===== src/rtl/mesi_cost_pkg.sv =====
package mesi_cost_pkg;

    typedef enum logic [1:0] {
        ST_I = 2'd0,
        ST_S = 2'd1,
        ST_E = 2'd2,
        ST_M = 2'd3
    } line_st_t;

    typedef enum logic [1:0] {
        OC_HIT     = 2'd0,
        OC_RDMISS  = 2'd1,
        OC_UPGRADE = 2'd2,
        OC_RDX     = 2'd3
    } outcome_t;

    typedef enum logic [1:0] {
        BUS_NONE = 2'd0,
        BUS_RD   = 2'd1,
        BUS_UPGR = 2'd2,
        BUS_RDX  = 2'd3
    } bus_op_t;

    typedef struct packed {
        logic     valid;
        outcome_t outcome;
    } rsp_head_t;

    function automatic bus_op_t bus_for(outcome_t oc);
        case (oc)
            OC_RDMISS:  return BUS_RD;
            OC_UPGRADE: return BUS_UPGR;
            OC_RDX:     return BUS_RDX;
            default:    return BUS_NONE;
        endcase
    endfunction

endpackage


===== src/rtl/mesi_line_update.sv =====
module mesi_line_update
    import mesi_cost_pkg::*;
#(
    parameter int NPROC = 4,
    parameter int IDX_W = $clog2(NPROC)
) (
    input  line_st_t               cur [NPROC],
    input  logic     [IDX_W-1:0]   cpu,
    input  logic                   write,
    output line_st_t               nxt [NPROC],
    output outcome_t               outcome
);

    line_st_t own;
    logic     others_valid;

    always_comb begin
        own          = cur[cpu];
        others_valid = 1'b0;
        for (int j = 0; j < NPROC; j++) begin
            if (j != int'(cpu) && cur[j] != ST_I) others_valid = 1'b1;
        end
    end

    always_comb begin
        for (int j = 0; j < NPROC; j++) nxt[j] = cur[j];
        outcome = OC_HIT;
        if (!write) begin
            if (own == ST_I) begin
                outcome = OC_RDMISS;
                for (int j = 0; j < NPROC; j++) begin
                    if (j == int'(cpu))
                        nxt[j] = others_valid ? ST_S : ST_E;
                    else if (cur[j] == ST_M || cur[j] == ST_E)
                        nxt[j] = ST_S;
                end
            end
        end else begin
            case (own)
                ST_S:    outcome = OC_UPGRADE;
                ST_I:    outcome = OC_RDX;
                default: outcome = OC_HIT;
            endcase
            for (int j = 0; j < NPROC; j++) begin
                if (j == int'(cpu))
                    nxt[j] = ST_M;
                else if (own == ST_S || own == ST_I)
                    nxt[j] = ST_I;
            end
        end
    end

endmodule


===== src/rtl/mesi_cost_accum.sv =====
module mesi_cost_accum #(
    parameter int TOTAL_W = 32,
    parameter int COST_W  = 8
) (
    input  logic               clk,
    input  logic               rst,
    input  logic               add_en,
    input  logic [COST_W-1:0]  cost,
    output logic [TOTAL_W-1:0] total
);

    localparam int SUM_W = TOTAL_W + 1;

    logic [SUM_W-1:0] sum;

    assign sum = SUM_W'(total) + SUM_W'(cost);

    always_ff @(posedge clk) begin
        if (rst) begin
            total <= '0;
        end else if (add_en) begin
            total <= sum[TOTAL_W] ? {TOTAL_W{1'b1}} : sum[TOTAL_W-1:0];
        end
    end

endmodule


===== src/rtl/mesi_cost_tracker.sv =====
module mesi_cost_tracker
    import mesi_cost_pkg::*;
#(
    parameter int NPROC        = 4,
    parameter int IDX_W        = $clog2(NPROC),
    parameter int COST_W       = 8,
    parameter int TOTAL_W      = 32,
    parameter int HIT_COST     = 1,
    parameter int UPGRADE_COST = 60,
    parameter int BLOCK_COST   = 90
) (
    input  logic                 clk,
    input  logic                 rst,
    input  logic                 req_valid,
    output logic                 req_ready,
    input  logic [IDX_W-1:0]     req_cpu,
    input  logic                 req_write,
    output logic                 rsp_valid,
    output logic [1:0]           rsp_outcome,
    output logic [1:0]           rsp_bus,
    output logic [COST_W-1:0]    rsp_cost,
    output logic [2*NPROC-1:0]   rsp_states,
    output logic [TOTAL_W-1:0]   rsp_total
);

    localparam logic [COST_W-1:0] C_HIT = COST_W'(HIT_COST);
    localparam logic [COST_W-1:0] C_UPG = COST_W'(UPGRADE_COST);
    localparam logic [COST_W-1:0] C_BLK = COST_W'(BLOCK_COST);

    line_st_t          st_q  [NPROC];
    line_st_t          st_d  [NPROC];
    outcome_t          oc_d;
    logic [COST_W-1:0] cost_d;
    logic [COST_W-1:0] cost_q;
    rsp_head_t         head_q;
    logic              accept;

    assign req_ready = !rst;
    assign accept    = req_valid && req_ready;

    mesi_line_update #(
        .NPROC (NPROC),
        .IDX_W (IDX_W)
    ) u_update (
        .cur     (st_q),
        .cpu     (req_cpu),
        .write   (req_write),
        .nxt     (st_d),
        .outcome (oc_d)
    );

    always_comb begin
        case (oc_d)
            OC_HIT:     cost_d = C_HIT;
            OC_UPGRADE: cost_d = C_UPG;
            default:    cost_d = C_BLK;
        endcase
    end

    for (genvar g = 0; g < NPROC; g++) begin : g_line
        always_ff @(posedge clk) begin
            if (rst)         st_q[g] <= ST_I;
            else if (accept) st_q[g] <= st_d[g];
        end
        assign rsp_states[2*g +: 2] = st_q[g];
    end

    always_ff @(posedge clk) begin
        if (rst) begin
            head_q <= '{valid: 1'b0, outcome: OC_HIT};
            cost_q <= '0;
        end else begin
            head_q.valid <= accept;
            if (accept) begin
                head_q.outcome <= oc_d;
                cost_q         <= cost_d;
            end
        end
    end

    mesi_cost_accum #(
        .TOTAL_W (TOTAL_W),
        .COST_W  (COST_W)
    ) u_accum (
        .clk    (clk),
        .rst    (rst),
        .add_en (accept),
        .cost   (cost_d),
        .total  (rsp_total)
    );

    assign rsp_valid   = head_q.valid;
    assign rsp_outcome = head_q.outcome;
    assign rsp_bus     = bus_for(head_q.outcome);
    assign rsp_cost    = cost_q;

endmodule


===== config.mk =====
export PLATFORM = sky130hd
export DESIGN_NAME = mesi_cost_tracker
export DESIGN_NICKNAME = d
export VERILOG_FILES = /design/src/rtl/mesi_cost_pkg.sv /design/src/rtl/mesi_line_update.sv /design/src/rtl/mesi_cost_accum.sv /design/src/rtl/mesi_cost_tracker.sv
export SDC_FILE = /design/constraint.sdc
export NUM_CORES = 1
export LEC_CHECK = 0
export BUFFER_PORTS_ARGS = -buffer_cell sky130_fd_sc_hd__buf_2
export CAP_MARGIN = 5
export CORE_ASPECT_RATIO = 1.75
export CORE_MARGIN = 5
export CORE_UTILIZATION = 45
export CTS_CLUSTER_DIAMETER = 60
export DETAILED_ROUTE_END_ITERATION = 8
export PLACE_DENSITY = 0.7
export SLEW_MARGIN = 15
export SYNTH_ARGS = -nofsm -noshare
export SYNTH_HDL_FRONTEND = slang
export SYNTH_HIERARCHICAL = 1
export SYNTH_SLANG_ARGS = --single-unit

===== constraint.sdc =====
create_clock -name clk -period 4.3 [get_ports clk]
set_clock_uncertainty 0.05 [all_clocks]
set_input_delay 0.215 -clock clk [delete_from_list [all_inputs] [get_ports clk]]
set_output_delay 0.215 -clock clk [all_outputs]
set_load 0.005 [all_outputs]

==> metrics.csv <==
metric;value;unit
crit_arrival;3.56;ns
fp.dieW;71.0;um
cts-root-buf;clkbuf_16;
antenna_found_initial;0;
dpl_cell_area;3210;um2
post-route-drc-count;0;
final_area;3390;um2
p_per_area;336;nW/um2
maxSlewViolCount;0;
status;complete, no violations;
fin_cells;464;
cts_resized;0;
critPathSlowestCell;mux4_2;
multiInputGateArea;1830;um2
overflow;0;
clock_path_buffers;2;
ys_ff_latch;47;
viasPerCell;6.05;
seq_area;941;um2
synthTopCellsByArea;dfxtp_1, nor2_1, a21oi_1, mux2i_1, ha_1;
ctsHoldBuffers;0;
synthToLayoutAreaGrowth;15.4;%
start_util;45.5;%
wire_per_inst;17.0;um
rows;39;
slew_headroom;37.4;%
slowest_delay;0.53;ns
dr.pass1.iters;4;
core-area;6440;um2
async_reset_ff_share;0;%
end_kind;register;
finish.utilization;52.6;%
grt_pass1_wl;13200;um
postRouteAntennaNets;0;
worst_pin_slew;0.939;ns
grt_pass1_vias;2807;
io_buffer_count;58;
cp_data_required_time;4.38;ns
r2r_cells;10;
fp.dieH;117;um
antenna_cells;0;
peakVddDrop;202;uV
clk_pin_slew_worst_paths;0.07;ns
p_leak;1.36;nW
crit_chain;mux4_2, nor2_1, nor2_1, ha_1, fa_1, a211oi_1, o311a_1, nor2_2, nand2_1, a31oi_1;
r2r_slack;0.82;ns
period_needed;3.48;ns
fmax;287;MHz
hp-class;primary input to register;
drive_gt1_share;23.3;%
post-route-period-util;80.9;%
h-tree-depth;2;
dieArea;8300;um2
yosysUniqueCellTypes;69;
avgSynthCellArea;8.78;um2
wl;7880;um
worstSetupStartpointType;register;
crit_path_frequent_cell;nor2_1;
ys_top_cells_by_count;dfxtp_1, nor2_1, a21oi_1;
synth_top_area_share;32.1;%
first_iter_violations;187;
post_cts_buffers;0;
post-dp-hpwl;5780;um
holdPathStages;5;
ys_warn_count;6;
pin_count;60;
synth_flop_cell;dfxtp_1;
maxCapViolations;0;
synthesis.area;2930;um2
yosysTopAreaCell;dfxtp_1;
synthCells;334;
gp_congestion;0.916;
dp_slack;0.720;ns
nFillCells;662;
via_count;2808;
worst_slack;0.821;ns
cts_tree;yes;
synthMostInstantiatedCell;dfxtp_1;
layout.nets;396;
grt_usage;19.8;%
worst-path-max-fanout;15;
cts_made_buffers;5;
finalSetupViolations;0;
worstSetupPathType;register to register;
grt_max_degree;50;
rsz0062_at_grt;no;
setup_tns;0;ns
post-place-cells;456;
insertion_delay;0.29;ns
synth-edff-count;0;
cts.sinks;47;
finalHoldViolations;0;
ys_seq_area_share;32.1;%
-- metrics by stage --
| step | hold slack, ns | power (mW) |
|---|---|---|
| after CTS | 0.325 | 1.15 |
| after global placement | 0.423 | 0.695 |
| after global routing | 0.364 | 1.20 |
| after floorplan | 0.237 | 0.640 |
| final | 0.329 | 1.14 |
| after detailed placement | 0.426 | 0.698 |
-- layer usage --
layer  GRT usage (%)  wire length, um
met5               0                0
met4            9.79              214
met3            2.74              381
met2            38.1             4290
met1            20.7             3000
-- flip-flops by register name, indices dropped and copies added, names as in the netlist --
name           flops
rsp_cost           4
rsp_valid          1
rsp_outcome        2
u_accum/total     32
rsp_states         8
-- final timing paths --
path / start / end
worst max register to register: rsp_states[1] / u_accum/total[25]
worst min register to register: rsp_cost[1] / rsp_cost[1]
worst max-delay path: rsp_states[1] / u_accum/total[25]
worst min-delay path: req_write / rsp_states[7]
-- power breakdown --
group / total, mW / internal [mW] / switching, mW / leakage [nW]
combinational: 0.217 / 0.0903 / 0.127 / 0.894
sequential: 0.471 / 0.452 / 0.0192 / 0.382
clock: 0.450 / 0.277 / 0.173 / 0.0844
total: 1.14 / 0.819 / 0.319 / 1.36
-- cell type report --
cell class | instances | share of cell area (%)
Clock buffer | 5 | 3.70
Tap cell | 82 | 3.03
Multi-Input combinational cell | 260 | 54.2
Clock inverter | 3 | 1.40
Sequential cell | 47 | 27.8
Timing Repair Buffer | 61 | 9.24
Inverter | 6 | 0.665
-- critical path: cells and delay by family (launching register included) --
kind	cells	cell delay (ns)
and+or+nand+nor	4	0.87
AOI/OAI and AO/OA	3	0.78
muxes	1	0.53
DFF	1	0.38
adders and majority gates	2	0.70
-- cells by family (layout without fill, tap and decap cells) --
logic type | after synthesis | in the layout | share of synthesized area (%)
AOI/OAI and AO/OA | 104 | 104 | 26.0
xor gates and xnor gates | 12 | 12 | 3.58
adders and majority gates | 9 | 9 | 4.10
buffers and inverters | 28 | 75 | 5.50
DFF | 47 | 47 | 32.1
muxes | 13 | 13 | 5.29
other | 1 | 2 | 0.128
and+or+nand+nor | 120 | 120 | 23.3
-- cell usage in the layout, fill, tap and decap left out, types with 6 or more instances in the layout --
master	n
buf_2	58
dfxtp_1	47
nor2_1	31
a21oi_1	22
nand2_1	18
nor3_1	12
mux2i_1	11
a31oi_1	11
a211oi_1	9
o21ai_0	9
a311oi_1	8
ha_1	8
a21o_1	7
xor2_1	7
inv_1	6
nor2b_1	6
o31ai_1	6
(Power assumes the default switching activity.)
